File: src/rtl/hj_pkg.sv
package hj_pkg;
   typedef enum logic {
      WALK_IDLE = 1'b0,
      WALK_BUSY = 1'b1
   } walk_e;
endpackage

File: src/rtl/hj_hash.sv
module hj_hash #(
   parameter int KEY_W = 8,
   parameter int IDX_W = 3
) (
   input  logic [KEY_W-1:0] key,
   output logic [IDX_W-1:0] idx
);
   localparam int NSLICE = (KEY_W + IDX_W - 1) / IDX_W;
   localparam int PAD_W  = NSLICE * IDX_W;

   if (IDX_W < 1 || IDX_W > KEY_W) begin : g_bad_width
      $error("hj_hash: IDX_W must lie in 1..KEY_W");
   end

   logic [PAD_W-1:0] padded;
   logic [IDX_W-1:0] slice [NSLICE];

   if (PAD_W > KEY_W) begin : g_pad
      assign padded = {{(PAD_W - KEY_W){1'b0}}, key};
   end else begin : g_nopad
      assign padded = key;
   end

   for (genvar s = 0; s < NSLICE; s++) begin : g_slice
      assign slice[s] = padded[s*IDX_W +: IDX_W];
   end

   always_comb begin
      idx = '0;
      for (int s = 0; s < NSLICE; s++) begin
         idx = idx ^ slice[s];
      end
   end
endmodule

File: src/rtl/hj_filter.sv
module hj_filter #(
   parameter int IDX_W = 3
) (
   input  logic             clk,
   input  logic             rst_n,
   input  logic             clr,
   input  logic             set_en,
   input  logic [IDX_W-1:0] set_idx,
   input  logic [IDX_W-1:0] test_idx,
   output logic             hit
);
   localparam int NBUCKET = 1 << IDX_W;

   if (NBUCKET > 4096) begin : g_too_big
      $error("hj_filter: IDX_W too large");
   end

   logic [NBUCKET-1:0] bits_q;

   always_ff @(posedge clk) begin
      if (!rst_n || clr) begin
         bits_q <= '0;
      end else if (set_en) begin
         bits_q[set_idx] <= 1'b1;
      end
   end

   assign hit = bits_q[test_idx];

   assert_clear_R2: assert property (@(posedge clk) disable iff (!rst_n)
      clr |=> (bits_q == '0));
endmodule

File: src/rtl/hj_table.sv
module hj_table #(
   parameter int KEY_W   = 8,
   parameter int RADDR_W = 8,
   parameter int IDX_W   = 3,
   parameter int DEPTH   = 6
) (
   input  logic               clk,
   input  logic               rst_n,
   input  logic               clr,
   input  logic               ins_en,
   input  logic [IDX_W-1:0]   ins_idx,
   input  logic [KEY_W-1:0]   ins_key,
   input  logic [RADDR_W-1:0] ins_raddr,
   input  logic [IDX_W-1:0]   look_idx,
   output logic [$clog2(DEPTH)-1:0] look_head,
   input  logic [$clog2(DEPTH)-1:0] rd_ptr,
   output logic [KEY_W-1:0]   rd_key,
   output logic [RADDR_W-1:0] rd_raddr,
   output logic [$clog2(DEPTH)-1:0] rd_next,
   output logic               rd_last,
   output logic               full,
   output logic               err
);
   localparam int PTR_W   = $clog2(DEPTH);
   localparam int NBUCKET = 1 << IDX_W;
   localparam logic [PTR_W:0] DEPTH_C = (PTR_W+1)'(DEPTH);

   if (DEPTH < 2 || DEPTH > 1024) begin : g_bad_depth
      $error("hj_table: DEPTH must lie in 2..1024");
   end

   logic [KEY_W-1:0]   key_q   [DEPTH];
   logic [RADDR_W-1:0] raddr_q [DEPTH];
   logic [PTR_W-1:0]   next_q  [DEPTH];
   logic               last_q  [DEPTH];
   logic [PTR_W-1:0]   head_q  [NBUCKET];
   logic [NBUCKET-1:0] headv_q;
   logic [PTR_W:0]     fill_q;
   logic               err_q;
   logic [PTR_W-1:0]   wr_ptr;

   assign full   = (fill_q == DEPTH_C);
   assign wr_ptr = fill_q[PTR_W-1:0];

   always_ff @(posedge clk) begin
      if (!rst_n || clr) begin
         fill_q  <= '0;
         err_q   <= 1'b0;
         headv_q <= '0;
      end else if (ins_en) begin
         if (full) begin
            err_q <= 1'b1;
         end else begin
            fill_q           <= fill_q + 1'b1;
            headv_q[ins_idx] <= 1'b1;
         end
      end
   end

   always_ff @(posedge clk) begin
      if (ins_en && !full && !clr && rst_n) begin
         key_q[wr_ptr]   <= ins_key;
         raddr_q[wr_ptr] <= ins_raddr;
         next_q[wr_ptr]  <= head_q[ins_idx];
         last_q[wr_ptr]  <= !headv_q[ins_idx];
         head_q[ins_idx] <= wr_ptr;
      end
   end

   assign look_head = head_q[look_idx];
   assign rd_key    = key_q[rd_ptr];
   assign rd_raddr  = raddr_q[rd_ptr];
   assign rd_next   = next_q[rd_ptr];
   assign rd_last   = last_q[rd_ptr];
   assign err       = err_q;

   assert_fill_bound_R4: assert property (@(posedge clk) disable iff (!rst_n)
      fill_q <= DEPTH_C);
   assert_err_sticky_R4: assert property (@(posedge clk) disable iff (!rst_n)
      (err_q && !clr) |=> err_q);
   assert_restart_R2: assert property (@(posedge clk) disable iff (!rst_n)
      clr |=> (fill_q == '0 && !err_q));
endmodule

File: src/rtl/hash_join_engine.sv
module hash_join_engine #(
   parameter int KEY_W   = 8,
   parameter int RADDR_W = 8,
   parameter int IDX_W   = 3,
   parameter int DEPTH   = 6
) (
   input  logic               clk,
   input  logic               rst_n,
   input  logic               start_build,
   input  logic               build_valid,
   input  logic [KEY_W-1:0]   build_key,
   input  logic [RADDR_W-1:0] build_raddr,
   output logic               build_ready,
   input  logic               probe_valid,
   input  logic [KEY_W-1:0]   probe_key,
   input  logic [RADDR_W-1:0] probe_raddr,
   output logic               probe_ready,
   output logic               match_valid,
   output logic [RADDR_W-1:0] match_build_raddr,
   output logic [RADDR_W-1:0] match_probe_raddr,
   output logic               overflow_err
);
   import hj_pkg::*;
   localparam int PTR_W = $clog2(DEPTH);

   if (KEY_W < 1 || RADDR_W < 1) begin : g_bad_cfg
      $error("hash_join_engine: widths must be positive");
   end

   walk_e              st_q;
   logic [PTR_W-1:0]   ptr_q;
   logic [KEY_W-1:0]   pkey_q;
   logic [RADDR_W-1:0] praddr_q;
   logic [IDX_W-1:0]   b_idx, p_idx;
   logic [PTR_W-1:0]   head_ptr, rd_next;
   logic [KEY_W-1:0]   rd_key;
   logic [RADDR_W-1:0] rd_raddr;
   logic               rd_last, tbl_full, p_hit;
   logic               build_fire, probe_fire;

   assign build_ready = !start_build && (st_q == WALK_IDLE);
   assign probe_ready = build_ready && !build_valid;
   assign build_fire  = build_valid && build_ready;
   assign probe_fire  = probe_valid && probe_ready;

   hj_hash #(.KEY_W(KEY_W), .IDX_W(IDX_W)) u_hash_b (.key(build_key), .idx(b_idx));
   hj_hash #(.KEY_W(KEY_W), .IDX_W(IDX_W)) u_hash_p (.key(probe_key), .idx(p_idx));

   hj_filter #(.IDX_W(IDX_W)) u_filter (
      .clk(clk), .rst_n(rst_n), .clr(start_build),
      .set_en(build_fire && !tbl_full), .set_idx(b_idx),
      .test_idx(p_idx), .hit(p_hit));

   hj_table #(.KEY_W(KEY_W), .RADDR_W(RADDR_W), .IDX_W(IDX_W), .DEPTH(DEPTH)) u_table (
      .clk(clk), .rst_n(rst_n), .clr(start_build),
      .ins_en(build_fire), .ins_idx(b_idx), .ins_key(build_key), .ins_raddr(build_raddr),
      .look_idx(p_idx), .look_head(head_ptr),
      .rd_ptr(ptr_q), .rd_key(rd_key), .rd_raddr(rd_raddr),
      .rd_next(rd_next), .rd_last(rd_last),
      .full(tbl_full), .err(overflow_err));

   always_ff @(posedge clk) begin
      if (!rst_n) begin
         st_q              <= WALK_IDLE;
         ptr_q             <= '0;
         pkey_q            <= '0;
         praddr_q          <= '0;
         match_valid       <= 1'b0;
         match_build_raddr <= '0;
         match_probe_raddr <= '0;
      end else begin
         match_valid <= 1'b0;
         case (st_q)
            WALK_IDLE: begin
               if (probe_fire && p_hit) begin
                  st_q     <= WALK_BUSY;
                  ptr_q    <= head_ptr;
                  pkey_q   <= probe_key;
                  praddr_q <= probe_raddr;
               end
            end
            default: begin
               match_valid       <= (rd_key == pkey_q);
               match_build_raddr <= rd_raddr;
               match_probe_raddr <= praddr_q;
               if (rd_last) st_q <= WALK_IDLE;
               else         ptr_q <= rd_next;
            end
         endcase
      end
   end

   assert_filter_drop_R5: assert property (@(posedge clk) disable iff (!rst_n)
      (probe_fire && !p_hit) |=> (st_q == WALK_IDLE && !match_valid));
   assert_match_from_walk_R7: assert property (@(posedge clk) disable iff (!rst_n)
      (st_q == WALK_IDLE) |=> !match_valid);
   assert_walk_start_R6: assert property (@(posedge clk) disable iff (!rst_n)
      (probe_fire && p_hit) |=> (st_q == WALK_BUSY && !probe_ready));
   assert_build_first_R8: assert property (@(posedge clk) disable iff (!rst_n)
      (build_valid && build_ready) |-> !probe_fire);
endmodule

File: config.mk
export PLATFORM = sky130hd
export DESIGN_NAME = hash_join_engine
export DESIGN_NICKNAME = d
export VERILOG_FILES = /design/src/rtl/hj_pkg.sv /design/src/rtl/hj_hash.sv /design/src/rtl/hj_filter.sv /design/src/rtl/hj_table.sv /design/src/rtl/hash_join_engine.sv
export SDC_FILE = /design/constraint.sdc
export NUM_CORES = 1
export LEC_CHECK = 0
export BUFFER_PORTS_ARGS = -buffer_cell sky130_fd_sc_hd__buf_2
export CAP_MARGIN = 20
export CORE_MARGIN = 2
export CORE_UTILIZATION = 28
export CTS_CLUSTER_SIZE = 40
export DETAILED_ROUTE_END_ITERATION = 10
export PLACE_DENSITY = 0.45
export SYNTH_ARGS = -nofsm -noshare
export SYNTH_HDL_FRONTEND = slang
export SYNTH_SLANG_ARGS = --single-unit
File: constraint.sdc
create_clock -name clk -period 5 [get_ports clk]
set_input_delay 0.75 -clock clk [delete_from_list [all_inputs] [get_ports clk]]
set_output_delay 0.75 -clock clk [all_outputs]
set_load 0.02 [all_outputs]
# Yosys cells after proc, flatten, opt, wreduce, memory -nomap -nowiden
# Memories as Yosys holds them, arrays and structs flattened. A register that Yosys moved wholly into a read port is not among the register bits.
# Cells that the tools add are included.
# word_totals
ff_bits	50
latchBits	0
mem_bits_rw	144
mem_bits_ro	0
word_cells	72
n_memories	5
# op_classes
n_addsub	1
mul	0
n_div	0
order_cmp	3
eq_ne	3
n_shift	0
n_mux	20
n_bitwise	8
n_reduce_logical	22
# memory_table
name	words	width	read_ports	rd_ports_with_merged_regs	wr	line_no	source
u_table.key_q	6	8	1	1	1	hj_table.sv:32	logic [KEY_W-1:0] key_q [DEPTH];
u_table.raddr_q	6	8	1	1	1	hj_table.sv:33	logic [RADDR_W-1:0] raddr_q [DEPTH];
u_table.head_q	8	3	2	0	1	hj_table.sv:36	logic [PTR_W-1:0] head_q [NBUCKET];
u_table.next_q	6	3	1	1	1	hj_table.sv:34	logic [PTR_W-1:0] next_q [DEPTH];
u_table.last_q	6	1	1	1	1	hj_table.sv:35	logic last_q [DEPTH];
# op_table
operator	n
$mux W3	9
$or A8 B8 Y8	2
$reduce_and A2 Y1	5
$logic_and A1 B1 Y1	9
$eq A8 B8 Y1	1
$lt A3 B4 Y1 const B	2
$mux W1	8
$bmux W1 S3	2
$logic_not A1 Y1	6
$xor A3 B2 Y3	2
$xor A3 B3 Y3	2
$add A4 B1 Y4 const B	1
$eq A4 B3 Y1 const B	1
$demux W1 S3	1
$ge A3 B1 Y1 const B	1
$ne A2 B2 Y1 const B	1
$not A1 Y1	2
$reduce_bool A2 Y1	1
$logic_or A1 B1 Y1	1

# Depth between registers and ports, before layout
# depth
depth_word	9
ltp_mapped	9
depth_no_buf	7

# Cells and area by module
# A second synthesis with hierarchy kept.
# unflattened
cells_unflattened	545
area_unflattened_um2	8510.7
# modules_own_cells
mod	n_inst	cells_per_inst	area_per_inst_um2	seq_area_each_um2
hj_table	1	337	6381.1	4584.4
hash_join_engine	1	166	1639.1	740.7
hj_filter	1	36	377.9	160.2
hj_hash	2	3	56.3	0.0

# Worst setup path before layout
# OpenSTA, ideal clock, no wires.
# synth_path
kind	input -> register
from	input port start_build
to	memory u_table.key_q[4][0], enable pin
setup_ns	0.456
t_arrival_ns	3.957
t_required_ns	4.544
setup_slack_ns	0.587
path_stages	5
path_buffers	1
cell_sequence	nor2_1 > o211a_1 > clkbuf_1 > nand2_1 > nor4b_1
# synth_between
elab_chain_cells	8
# synth_lines
element	line_no	source
from (decl)	hash_join_engine.sv:9	input logic start_build,
$logic_not A1 Y1 (*)	hj_table.sv:61, hash_join_engine.sv:41	
$logic_and A1 B1 Y1	hash_join_engine.sv:41	assign build_ready = !start_build && (st_q == WALK_IDLE);
$logic_and A1 B1 Y1	hash_join_engine.sv:43	assign build_fire = build_valid && build_ready;
$logic_and A1 B1 Y1	hj_table.sv:61	if (ins_en && !full && !clr && rst_n) begin
$logic_and A1 B1 Y1 (*) (2 in a row)	hj_table.sv:61	
$mux W1 (*)	hj_table.sv:61	
$mux W1 (implied by the code) (*)	hj_table.sv:62	key_q[wr_ptr] <= ins_key;
to (decl)	hj_table.sv:32	
# Every way passes the cells marked *; elsewhere a longest branch is shown, timed or not.

==> results_dict.tcl <==
set metrics [dict create \
    status "finished clean" \
    wl_per_cell_um 19.0 \
    finalSetupViolations 0 \
    r2r_setup_slack_ns 2.11 \
    wl_met1_um 8700 \
    clock_sinks 205 \
    rsz0062_at_grt "no" \
    hold_path_startpoint "u_table.headv_q[7]" \
    num_io_pins 57 \
    required_ns 5.42 \
    initial_core_util_pct 28.5 \
    yosys_warnings 0 \
    synth.area.top_cells "edfxtp_1 (51%), dfxtp_1 (14%), mux2i_1 (6.6%)" \
    worst_ep_arrival_time_ns 3.50 \
    finalClockSkew_ns 0.0237 \
    die_area_um2 31600 \
    reg2reg_to "u_table.next_q[4][1]" \
    place_area_um2 9130 \
    pwr_density_cell_nw_per_um2 386 \
    wl_met3_um 765 \
    ys_seq_area_share_pct 65.6 \
    grtUsageTotal_pct 12.4 \
    peakVddDrop_mv 0.207 \
    maxClockFrequency_ghz 0.324 \
    drc 0 \
    p_leak_nw 3.29 \
    final_antenna_net_count 0 \
    ys_ff_latch 205 \
    synth.avg_cell_area_um2 15.1 \
    antenna_cells 0 \
    dieHeight_um 178 \
    yosys-top-cells-count "edfxtp_1 (144), dfxtp_1 (61), mux2i_1 (56), nor2_1 (46), a21oi_1 (24)" \
    clk_pin_slew_ns 0.06 \
    core_area_um2 29600 \
    area_delta_synth_final_pct 16.9 \
    slew_viol_final 0 \
    cts_tree "done" \
    wl_met2_um 9560 \
    async_flop_share_pct 0 \
    max_cap_violations 0 \
    min_period_over_period_pct 61.7 \
    cts_resized 0 \
    startpoint_type "input pin" \
    cts_buffers 24 \
    nFillCells 2925 \
    cp-end-kind "register" \
    wirelength_um 19400 \
    synthCells 558 \
    clock_latency_ns 0.52 \
    pre_cts_ws_ns 1.38 \
    grt_max_degree 46 \
    port_buffers 56 \
    finalSetupTns_ns 0 \
    die_x_um 178 \
    dr.first_iter.drc_count 419 \
    final_cell_area_um2 9870 \
    antenna_found_initial 0 \
    routed.top_layer "met4" \
    cts_setup_buffers 0 \
    r2r_start "u_table.fill_q[0]" \
    syn_area_um2 8450 \
    final.min_clock_period_ns 3.08 \
    startpoint "probe_key[7]" \
    hold_buffers 0 \
    synth_edf_count 144 \
    gp_congestion 0.775 \
    finalPower_mw 3.81 \
    setup_slack_ns 1.92 \
    synth_fp_nets 597 \
    rows 63 \
    r2r.worst_path.cells 7 \
    tightest_slew_ns 1.03 \
    crit_type "in2reg" \
    grt_pass1_vias 5102 \
    cts_buffer_depth 3 \
    drive_gt1_share_pct 23.0 \
    cts_root_buf "clkbuf_16" \
    whs_path_depth 1 \
    dr.pass1.iters 4 \
    synth-main-ff-cell "edfxtp_1" \
    grt_overflow_total 0 \
    h-tree-depth 1 \
    yosysMostFrequentCell "edfxtp_1" \
    vias 4903 \
    synth_top_area_cell "edfxtp_1" \
    hold_viol_final 0 \
    yosysTopAreaCellShare_pct 51.2 \
    crit_fanout 20 \
    via_per_inst 4.79 \
    hold_path_class "reg2reg" \
    dpl.hpwl_um 12800 \
    yosysUniqueCellTypes 45 \
    hold_end "u_table.headv_q[7]" \
    relSlewSlack_pct 31.2 \
    grt_pass1_wl_um 29900 \
    fin_nets 655 \
]
==> logic make-up (layout without fill, tap and decap cells) <==
kind of cell	Yosys count	count (layout)	synth area share, %
buf+inv	38	114	2.56
flops	205	205	65.6
xor+xnor	23	23	2.89
simple gates	112	112	6.28
compound gates	89	89	7.88
fa+ha+maj	2	2	0.296
mux	89	89	14.5
==> worst max-delay path: stages <==
cell,delay [ns]
buf_2,0.11
xnor3_1,0.99
mux2i_1,0.25
a22oi_2,0.87
a311oi_2,0.22
a311oi_1,0.32
==> layer usage <==
metal / global-route usage, % / vias up
met1: 16.0 / 2488
met5: 0 / -
met3: 2.21 / 31
li1: - / 2296
met4: 3.01 / 0
met2: 21.4 / 88
==> stage by stage <==
| stage | hold slack, ns | instances | util, % |
|---|---|---|---|
| CTS | 0.455 | 1024 | 33.3 |
| detailed placement | 0.454 | 980 | 30.8 |
| global route | 0.464 | 1024 | 33.3 |
| finish | 0.464 | 1024 | 33.3 |
| floorplan | 0.440 | 558 | - |
| global placement | 0.449 | 980 | 30.8 |
==> final cells by class <==
class	count	area [µm²]	share of cell area (%)
Clock buffer	41	717	7.26
Multi-Input combinational cell	315	2720	27.6
Inverter	3	11.3	0.114
Tap cell	390	488	4.94
Timing Repair Buffer	67	363	3.68
Clock inverter	3	26.3	0.266
Sequential cell	205	5550	56.2
==> placed cells by master (no fill, tap or decap), types with 3 or more instances in the layout <==
cell type    n
a21oi_1     24
a22oi_1      6
a311oi_1     6
a311oi_2     3
buf_2       56
buf_4       11
clkbuf_1    11
clkbuf_16   25
clkbuf_4     3
dfxtp_1     61
edfxtp_1   144
mux2_2       8
mux2i_1     56
mux4_2      23
nand2_1     19
nand2b_1     3
nand3_1      4
nand3b_1     3
nand4_1     18
nor2_1      46
nor3_1      10
nor4b_2      3
o211ai_1     5
o21a_1      16
o31ai_1     16
xnor2_1      7
xor2_1      13
==> sequential cells by signal, indices dropped and copies added (netlist names), named ones only <==
name               cells
match_build_raddr      8
match_probe_raddr      8
match_valid            1
pkey_q                 8
praddr_q               8
ptr_q                  3
st_q                   1
u_filter.bits_q        8
u_table.err            1
u_table.fill_q         4
u_table.head_q        24
u_table.headv_q        8
u_table.key_q         48
u_table.last_q         6
u_table.next_q        18
u_table.raddr_q       48
==> worst max path at each step <==
stage | slack [ns] | end | depth (start not counted)
detailed placement | 1.38 | register | 6
global route | 1.69 | register | 6
global placement | 1.56 | register | 6
floorplan | 0.59 | u_table.key_q[4][0] | 5
CTS | 1.93 | register | 6
finish | 1.92 | register | 6
==> power by group <==
group | leakage, nW | internal, mW | switching, mW
logic | 1.13 | 0.121 | 0.202
registers | 1.80 | 1.84 | 0.0229
clock network | 0.364 | 0.972 | 0.646
No activity file was read; power rests on OpenSTA's default activity.
